`config.mk`:
```
export PLATFORM = sky130hd
export DESIGN_NAME = osc_trim_seq
export DESIGN_NICKNAME = d
export VERILOG_FILES = /design/src/rtl/osc_trim_seq.sv
export SDC_FILE = /design/constraint.sdc
export NUM_CORES = 1
export LEC_CHECK = 0
export BUFFER_PORTS_ARGS = -buffer_cell sky130_fd_sc_hd__buf_2
export CAP_MARGIN = 20
export CELL_PAD_IN_SITES_DETAIL_PLACEMENT = 1
export CELL_PAD_IN_SITES_GLOBAL_PLACEMENT = 1
export CORE_ASPECT_RATIO = 0.5
export CORE_MARGIN = 2
export CORE_UTILIZATION = 30
export CTS_CLUSTER_DIAMETER = 80
export CTS_CLUSTER_SIZE = 28
export DETAILED_ROUTE_END_ITERATION = 8
export PLACE_DENSITY_LB_ADDON = 0.1
export SLEW_MARGIN = 0
export SYNTH_ARGS = -nofsm -noshare
export SYNTH_HDL_FRONTEND = slang
export SYNTH_SLANG_ARGS = --single-unit
export TNS_END_PERCENT = 100
```
`constraint.sdc`:
```
create_clock -name clk -period 20.8 [get_ports clk]
set_input_delay 2.08 -clock clk [delete_from_list [all_inputs] [get_ports clk]]
set_output_delay 2.08 -clock clk [all_outputs]
set_load 0.1 [all_outputs]
```
`src/rtl/osc_trim_seq.sv`:
```
module osc_trim_seq #(
  parameter int CODE_W     = 3,
  parameter int CNT_W      = 32,
  parameter int WAIT_W     = 16,
  parameter int DROP_SHIFT = 3
) (
  input  logic              clk,
  input  logic              rst_n,
  input  logic              start,
  input  logic [CNT_W-1:0]  target,
  input  logic [WAIT_W-1:0] settle_cycles,
  output logic              meas_start,
  input  logic              meas_done,
  input  logic [CNT_W-1:0]  meas_count,
  output logic [CODE_W-1:0] trim_a,
  output logic [CODE_W-1:0] trim_b,
  output logic              done,
  output logic              calibrated,
  output logic [CODE_W-1:0] best_code,
  output logic [CNT_W-1:0]  best_err
);
  localparam int NSAMP     = (1 << DROP_SHIFT) + 2;
  localparam int SAMP_W    = $clog2(NSAMP + 1);
  localparam int LAST_CODE = (1 << CODE_W) - 1;

  typedef enum logic [2:0] {IDLE, SETTLE, MSTART, MWAIT, EVAL} st_t;
  st_t state;

  logic [CODE_W-1:0] code;
  logic [WAIT_W-1:0] wcnt;
  logic [SAMP_W-1:0] nsamp;
  logic [CNT_W-1:0]  sum, vmax, vmin;
  logic              done_r, cal_r;
  logic [CODE_W-1:0] bcode_r;
  logic [CNT_W-1:0]  berr_r;

  // trimmed mean, R6: absolute distance
  logic [CNT_W-1:0] adj, mean, err;
  assign adj  = sum - vmax - vmin;
  assign mean = adj >> DROP_SHIFT;
  assign err  = (mean > target) ? (mean - target) : (target - mean);

  logic last_samp, last_code, better;
  assign last_samp = (nsamp == SAMP_W'(NSAMP - 1));
  assign last_code = (code == CODE_W'(LAST_CODE));
  assign better    = (code == '0) || (err < berr_r);  // strict less keeps lower code

  always_ff @(posedge clk) begin
    if (!rst_n) begin
      state   <= IDLE;
      code    <= '0;
      wcnt    <= '0;
      nsamp   <= '0;
      sum     <= '0;
      vmax    <= '0;
      vmin    <= '1;
      done_r  <= 1'b0;
      cal_r   <= 1'b0;
      bcode_r <= '0;
      berr_r  <= '0;
    end else begin
      done_r <= 1'b0;
      case (state)
        IDLE: if (start && !cal_r) begin
          code  <= '0;
          wcnt  <= '0;
          state <= SETTLE;
        end
        SETTLE: if (wcnt == settle_cycles) begin
          nsamp <= '0;
          sum   <= '0;
          vmax  <= '0;
          vmin  <= '1;
          state <= MSTART;
        end else begin
          wcnt <= wcnt + 1'b1;
        end
        MSTART: state <= MWAIT;
        MWAIT: if (meas_done) begin
          sum   <= sum + meas_count;
          if (meas_count > vmax) vmax <= meas_count;
          if (meas_count < vmin) vmin <= meas_count;
          nsamp <= nsamp + 1'b1;
          state <= last_samp ? EVAL : MSTART;
        end
        EVAL: begin
          if (better) begin
            bcode_r <= code;
            berr_r  <= err;
          end
          if (last_code) begin
            done_r <= 1'b1;
            cal_r  <= 1'b1;
            state  <= IDLE;
          end else begin
            code  <= code + 1'b1;
            wcnt  <= '0;
            state <= SETTLE;
          end
        end
        default: state <= IDLE;
      endcase
    end
  end

  assign meas_start = (state == MSTART);
  assign trim_a     = code;
  assign trim_b     = code;
  assign done       = done_r;
  assign calibrated = cal_r;
  assign best_code  = bcode_r;
  assign best_err   = berr_r;
endmodule

```
==> impl_metrics.tcl, run 1 <==
set metrics [dict create \
    wire_per_inst_um 20.48 \
    gr-total-overflow 0 \
    min_period_over_period_pct 43.83 \
    p_clk_share_pct 21.3 \
    p_leak_nw 7.723 \
    rsz0062_at_grt "no" \
    crit_required_ps 21180 \
    cts_resized 0 \
    crit_top_cell "ha_1" \
    setup_tns_ps 0 \
    hold_viol 0 \
    nNetsFinal 2339 \
    syn_nets 2265 \
    synth_enable_flop_cells 0 \
    crit_path_end_kind "flop" \
    setup_violations 0 \
    vias 14040 \
    via_per_inst 5.194 \
    cts_buffers 17 \
    firstDrtPassIters 5 \
    synth-seq-cells 159 \
    slew_headroom_pct 35.57 \
    diodes 0 \
    synth_top_cell_by_area "dfxtp_1" \
    p_int_uw 858.0 \
    post_cts_buffers 0 \
    floorplan.die.width_um 323.7 \
    cp_slowest_cell "o311ai_0" \
    ys_seq_area_share_pct 20.76 \
    grt_start_max_net_pins 66 \
    swShare_pct 47.49 \
    ant_nets 0 \
    power_switching_uw 775.8 \
    arrival_ps 9490 \
    place_inst 2673 \
    die_h_um 163.9 \
    power_frac_comb_pct 59.8 \
    drive_gt1_share_pct 10.23 \
    cts_buffer_depth 2 \
    synth_area_leaders "dfxtp_1 (21%), ha_1 (18%), a21oi_1 (5.1%), inv_1 (4.7%), fa_1 (4.3%)" \
    synth.avg_cell_area_um2 7.954 \
    slowest_delay_ps 780 \
    final_cell_mix "ha_1 (220), inv_1 (191), nand2_1 (164)" \
    worstHoldPathType "flop to flop" \
    coreArea_um2 50360 \
    dieArea_um2 53050 \
    synth_warnings 0 \
    initial_utilization_pct 30.45 \
    async_flop_share_pct 0 \
    synth_cell_types 84 \
    synth_cells 1928 \
    grt_use_total_pct 21.08 \
    synth.top_cell.area_share_pct 20.76 \
    status "finished clean" \
    cts_sinks 159 \
    syn_area_um2 15330 \
    crit_type "flop to flop" \
    hpwl_um 43600 \
    post-route-drc-count 0 \
    drt-initial-drc-count 727 \
    clkSlewWorstSetupHoldPaths_ps 70 \
    row_count 58 \
    clk-insertion-delay-late_ps 470 \
    grt_pass1_vias 14200 \
    maxCapViolCount 0 \
    io_pins 128 \
    ys.flop_type "dfxtp_1" \
    antenna_found_initial 0 \
    cp_max_fo 25 \
    cts-root-buf "clkbuf_16" \
    io_buffers 127 \
    htree_num_levels 4 \
    min_period_ps 9116 \
    ir_drop_mv 0.04333 \
    pwr-share-seq_pct 19.0 \
    grt_pass1_wl_um 85520 \
    max_freq_ghz 0.1097 \
    drt-total-wl_um 55370 \
    ctsHoldBuffers 0 \
    mostFrequentLayoutCell "ha_1" \
    fin_cells 2704 \
    pwr_density_cell_nw_per_um2 94.74 \
    areaGrowthSynthToFinish_pct 12.46 \
    place_congestion 0.9084 \
    cts_tree "done" \
    fin_skew_ps 15.18 \
    tightest_slew_ps 966.5 \
    start_kind "flop" \
    slew_violations 0 \
]
[per-stage QoR]
step / cell area [µm²] / setup WS [ps] / hold WS, ps / utilization (%) / power (mW)
floorplan: 15330 / 13560 / 434.7 / - / 0.9943
global placement: 16610 / 11500 / 441.5 / 32.98 / 1.287
detailed placement: 16640 / 11710 / 450.1 / 33.04 / 1.282
CTS: 17250 / 11660 / 459.6 / 34.24 / 1.639
global route: 17250 / 10960 / 480.3 / 34.24 / 1.769
finish: 17250 / 11680 / 458.2 / 34.24 / 1.634
[state kept, by name, summed over array words and instances (netlist names)]
signal      flops
calibrated      1
vmin           32
best_err       32
done            1
nsamp           4
vmax           32
sum            32
wcnt           16
best_code       3
trim_a          3
state           3
[worst max-delay path, delay by kind of cell, from the launching register on]
kind,cells,cell delay [ps]
simple gates,6,1050
flops,1,350
compound gates,16,4820
mux,1,260
fa+ha+maj,4,1410
buf+inv,3,740
xor+xnor,2,340
[final cells by class]
cell class	count	area, µm²
fill	6143	33120
multi-input combinational	1492	11120
sequential	159	3183
tap	690	863.3
timing repair buffer	140	753.2
inverter	192	720.7
clock buffer	22	474.2
clock inverter	9	132.6
[final timing paths]
check                                   from            to  slack, ps  cells after the start
worst min-delay path            best_code[2]  best_code[2]        460                      2
worst max-delay path                 vmax[0]   best_err[5]      11680                     32
worst max register to register       vmax[0]   best_err[5]      11680                     32
worst min register to register  best_code[2]  best_code[2]        460                      2
[synth_stat cells, types with 7 or more instances]
cell       count
or3_1          7
a2111oi_0      9
nand3_1       30
nand2b_1      11
o211ai_1      16
a211oi_1      22
nor2b_1       14
o21ai_1        7
nor4_1        40
a21oi_1      157
o31ai_1        8
nor3_1        31
and3_1        12
o21a_1        18
mux2i_1       49
inv_1        191
ha_1         220
buf_2         20
o21ai_0       87
a22oi_1       18
clkbuf_1      58
dfxtp_1      159
a211o_1        7
a21o_1        66
and2_1         7
a31oi_1       41
nand4_1       36
xnor2_1       62
nor2_1       134
xor2_1        64
o21bai_1      20
fa_1          33
nand2_1      164
[power groups by stage]
stage	Combinational, mW	Clock [mW]	Sequential, mW
6_report	0.977	0.348	0.310
2_1_floorplan	0.679	0	0.315
5_1_grt	1.09	0.370	0.310
3_3_place_gp	0.970	0	0.317
3_5_place_dp	0.965	0	0.317
4_1_cts	0.971	0.359	0.310
[kinds of logic (layout without fill, tap and decap cells)]
logic type	count (synthesis)	in the layout	synth area share, %
xor gates and xnor gates	126	126	7.196
DFF	159	159	20.76
buffers and inverters	277	363	7.041
adders and majority gates	253	253	22.26
muxes	50	50	3.272
AOI/OAI and AO/OA	548	548	23.50
and+or+nand+nor	515	515	15.98
[metal layers]
| layer | GRT usage, % | vias up | share of wire (%) |
|---|---|---|---|
| li1 | - | 6997 | - |
| met1 | 31.39 | 6881 | 54 |
| met3 | 2.774 | 22 | 2.4 |
| met5 | 0 | - | 0 |
| met2 | 32.65 | 144 | 43 |
| met4 | 3.325 | 0 | 0.68 |
Note: power is estimated with default switching activity, not from simulation.
==> run 2, diff against run 1 <==
clock period = 8 ns   (was 20.8 ns; I/O delays follow)
==> run 2 against run 1 <==
Compared with the run above: fmax increased by 19%; clock power is 140% higher; via count up 1.5%; highest routed layer unchanged.
==> impl_metrics.tcl, run 2 (synthesis results as in run 1) <==
set metrics [dict create \
    status "finished clean" \
    pwr_density_cell_nw_per_um2 248.8 \
    drt-total-wl_um 55470 \
    r2r_slack_ps 360 \
    via_per_inst 5.180 \
    slowest_delay_ps 480 \
    dieArea_um2 53050 \
    wire_per_inst_um 20.15 \
    io_buffers 127 \
    reg2reg_from "vmax[8]" \
    min_period_ps 7637 \
    worstHoldPathType "flop to flop" \
    grt_use_total_pct 21.08 \
    initial_utilization_pct 30.45 \
    crit_required_ps 8340 \
    arrival_ps 7970 \
    nNetsFinal 2389 \
    grt_pass1_wl_um 85710 \
    hold_slack_ps 453.4 \
    grt_start_max_net_pins 66 \
    die_h_um 163.9 \
    floorplan.die.width_um 323.7 \
    ctsHoldBuffers 0 \
    drt-initial-drc-count 703 \
    tightest_slew_ps 911.2 \
    hold_viol 0 \
    slew_violations 0 \
    hpwl_um 44260 \
    row_count 58 \
    fin_util_pct 35.22 \
    cts_sinks 159 \
    clkSlewWorstSetupHoldPaths_ps 70 \
    min_from "best_code[2]" \
    num-fill-cells 6155 \
    ir_drop_mv 0.1853 \
    final_cell_mix "ha_1 (219), inv_1 (190), nand2_1 (164)" \
    ant_nets 0 \
    crit_top_cell "buf_4" \
    crit_path_end_kind "flop" \
    htree_num_levels 4 \
    drive_gt1_share_pct 13.23 \
    fin_skew_ps 11.18 \
    slew_headroom_pct 39.26 \
    gr-total-overflow 0 \
    firstDrtPassIters 5 \
    cts_buffer_depth 2 \
    post-route-drc-count 0 \
    cts-root-buf "clkbuf_16" \
    diodes 0 \
    io_pins 128 \
    start_kind "flop" \
    grt_pass1_vias 14460 \
    cts_tree "done" \
    cts_buffers 17 \
    rr_worst_depth 33 \
    cp_slowest_cell "fa_1" \
    p_leak_nw 8.013 \
    mostFrequentLayoutCell "ha_1" \
    coreArea_um2 50360 \
    min_period_over_period_pct 95.46 \
    rr_endpoint "best_err[26]" \
    setup_violations 0 \
    clk-insertion-delay-late_ps 460 \
    vias 14260 \
    cp_max_fo 5 \
    power_mw 4.414 \
    place_congestion 0.8454 \
    max_freq_ghz 0.1310 \
    maxCapViolCount 0 \
    antenna_found_initial 0 \
    crit_type "flop to flop" \
    holdPathStages 2 \
    hold_end "best_code[2]" \
    areaGrowthSynthToFinish_pct 15.67 \
]
run 2: cell type report:
cell class | count | area [µm²] | area share [%]
tap | 690 | 863.3 | 4.867
clock inverter | 9 | 110.1 | 0.6207
clock buffer | 21 | 460.4 | 2.596
multi-input combinational | 1492 | 11250 | 63.42
timing repair buffer | 190 | 1151 | 6.489
inverter | 192 | 720.7 | 4.063
sequential | 159 | 3183 | 17.94
run 2: how the worst max path moves through the flow:
| stage | start | to | slack [ps] | cells past startpoint |
|---|---|---|---|---|
| after floorplan | vmax[0] | best_err[18] | 760 | 33 |
| after global placement | vmax[7] | best_err[29] | -450 | 30 |
| after detailed placement | vmax[7] | best_err[29] | -380 | 31 |
| after CTS | vmax[7] | best_err[29] | 40 | 31 |
| after global routing | vmax[8] | best_err[26] | -100 | 34 |
| final | vmax[8] | best_err[26] | 360 | 33 |
run 2: metrics by stage:
step	setup TNS, ps	worst slack [ps]	area [µm²]	instances
floorplan	0	757.7	15330	1928
finish	0	363.5	17740	2753
global route	-1636	-102.3	17740	2753
detailed placement	-9894	-384.4	16990	2718
CTS	0	39.81	17590	2748
global placement	-12140	-448.3	16990	2718
run 2: repair_timing:
action,in CTS,in global routing
cloned,0,0
gates resized for setup,5,30
buffers inserted,0,4
pin swaps,0,3
setup endpoints to repair,35,35
run 2: per-layer routing:
| layer | global-route usage, % | up-vias | routed length, µm |
|---|---|---|---|
| met5 | 0 | - | 0 |
| met4 | 4.061 | 0 | 522 |
| met3 | 2.552 | 25 | 1236 |
| met2 | 32.75 | 144 | 23920 |
| met1 | 31.18 | 6984 | 29790 |
| li1 | - | 7108 | - |
run 2: report_power, final:
group	internal [mW]	total (mW)	switching, mW
Sequential	0.798	0.805	0.00744
Clock	0.474	0.851	0.377
Combinational	1.06	2.76	1.70
run 2: critical path, delay by kind of cell (launching register included):
kind            cells  cell delay (ps)
compound gates     13             2420
xor+xnor            2              380
fa+ha+maj           4             1520
buf+inv             6              920
flops               1              330
mux                 1              350
simple gates        7             1600
==> run 3, diff against run 2 <==
CORE_MARGIN = 4   (was 2)
clock period = 8.93 ns   (was 8 ns; I/O delays follow)
==> run 3 against run 2 <==
Compared with the run above: combinational power decreased by 16%; first-iteration DRC count increased by 14%; die area increased by 3.7%; non-clock buffer count decreased by 36; critical path type unchanged; largest cell class unchanged.
==> impl_metrics.tcl, run 3 (synthesis results as in run 1) <==
set metrics [dict create \
    power_switching_mw 1.834 \
    hold_slack_ps 459.3 \
    hold_end "best_code[2]" \
    p_leak_nw 7.800 \
    tightest_slew_ps 914.7 \
    cts_buffer_depth 2 \
    pwr_density_cell_nw_per_um2 223.3 \
    arrival_ps 8630 \
    min_period_ps 8228 \
    wire_per_inst_um 20.37 \
    cp_slowest_cell "a2111oi_1" \
    cts_buffers 17 \
    drive_gt1_share_pct 11.14 \
    rr_endpoint "best_err[13]" \
    grt_pass1_vias 14430 \
    cts-root-buf "clkbuf_16" \
    coreArea_um2 50360 \
    areaGrowthSynthToFinish_pct 13.32 \
    fin_skew_ps 18.09 \
    hpwl_um 43840 \
    grt_start_max_net_pins 66 \
    min_from "best_code[2]" \
    crit_path_end_kind "flop" \
    cts_sinks 159 \
    p_clk_share_pct 21.3 \
    place_congestion 0.8159 \
    cts_tree "done" \
    slew_headroom_pct 38.58 \
    fin_util_pct 34.50 \
    via_per_inst 5.223 \
    worstHoldPathType "flop to flop" \
    die_h_um 167.9 \
    grt_use_total_pct 19.97 \
    setup_tns_ps 0 \
    row_count 58 \
    firstDrtPassIters 5 \
    ant_nets 0 \
    drt-initial-drc-count 804 \
    swShare_pct 47.25 \
    status "finished clean" \
    antenna_found_initial 1 \
    crit_required_ps 9330 \
    maxCapViolCount 0 \
    mostFrequentLayoutCell "ha_1" \
    grt_pass1_wl_um 86240 \
    start_kind "flop" \
    dieArea_um2 55020 \
    holdPathStages 2 \
    pwr-share-seq_pct 18.6 \
    p_int_mw 2.047 \
    gr-total-overflow 0 \
    ir_drop_mv 0.1743 \
    io_buffers 127 \
    rr_worst_depth 30 \
    clkSlewWorstSetupHoldPaths_ps 70 \
    post-route-drc-count 0 \
    vias 14200 \
    final_cell_mix "ha_1 (220), inv_1 (191), nand2_1 (164)" \
    io_pins 128 \
    drt-total-wl_um 55380 \
    slowest_delay_ps 500 \
    floorplan.die.width_um 327.7 \
    clk-insertion-delay-late_ps 470 \
    setup_violations 0 \
    nNetsFinal 2353 \
    power_frac_comb_pct 60.1 \
    slew_violations 0 \
    r2r_slack_ps 700 \
    reg2reg_from "vmax[7]" \
    htree_num_levels 4 \
    crit_type "flop to flop" \
    hold_viol 0 \
    initial_utilization_pct 30.45 \
    max_freq_ghz 0.1215 \
    diodes 0 \
    min_period_over_period_pct 92.14 \
    cp_max_fo 29 \
]
run 3: changes by cell type in the layout (fill, tap and decap cells not counted), sizes merged:
cell / previous run / this run
buf: 189 / 154
bufinv: 2 / 3
clkbuf: 21 / 19
clkinvlp: 3 / 2
dlymetal6s2s: 1 / 0
inv: 194 / 198
run 3: through the flow:
stage	instances	cell area (µm²)	total power [mW]	worst slack [ps]
floorplan	1928	15330	2.316	1688
global placement	2687	16720	3.059	391.9
detailed placement	2687	16720	3.053	316.2
CTS	2719	17350	3.903	257.4
global route	2719	17380	4.222	-0.4432
finish	2719	17380	3.881	701.9
run 3: cell type report:
| class | instances | area [µm²] |
|---|---|---|
| Fill cell | 6090 | 32990 |
| Multi-Input combinational cell | 1492 | 11130 |
| Sequential cell | 159 | 3183 |
| Tap cell | 690 | 863.3 |
| Timing Repair Buffer | 154 | 845.8 |
| Inverter | 192 | 720.7 |
| Clock buffer | 19 | 452.9 |
| Clock inverter | 13 | 176.4 |
run 3: repair_timing:
item                                    CTS  global route
endpoints found under the setup margin    0            34
buffers inserted                          0             0
hold buffers                              0             0
resized for setup                         0             7
run 3: critical path, delay by kind of cell (launching register included):
kind | cells | cell delay, ps
AO/OA/AOI/OAI | 18 | 4430
adder cells (fa/ha/maj) | 4 | 1570
buffers and inverters | 3 | 670
AND/OR/NAND/NOR | 3 | 600
XOR/XNOR | 2 | 540
flip-flops | 1 | 330
run 3: routing by layer:
metal,track usage (%),vias up,wire length [µm]
li1,-,7041,-
met1,30.36,6912,29770
met2,30.10,211,23130
met3,2.459,37,1841
met4,4.008,0,635
met5,0,-,0
run 3: worst max-delay path by stage:
stage | slack, ps | end | start
floorplan | 1690 | best_err[18] | vmax[0]
global placement | 390 | best_err[21] | vmax[7]
detailed placement | 320 | best_err[7] | vmax[0]
CTS | 260 | best_err[23] | vmax[7]
global route | -0.4 | best_err[23] | vmax[9]
finish | 700 | best_err[13] | vmax[7]
run 3: power groups by stage:
| stage | combinational [mW] | sequential [mW] | clock [mW] |
|---|---|---|---|
| floorplan | 1.58 | 0.735 | 0 |
| global placement | 2.32 | 0.738 | 0 |
| detailed placement | 2.32 | 0.738 | 0 |
| CTS | 2.33 | 0.721 | 0.855 |
| global route | 2.62 | 0.722 | 0.881 |
| finish | 2.33 | 0.721 | 0.826 |
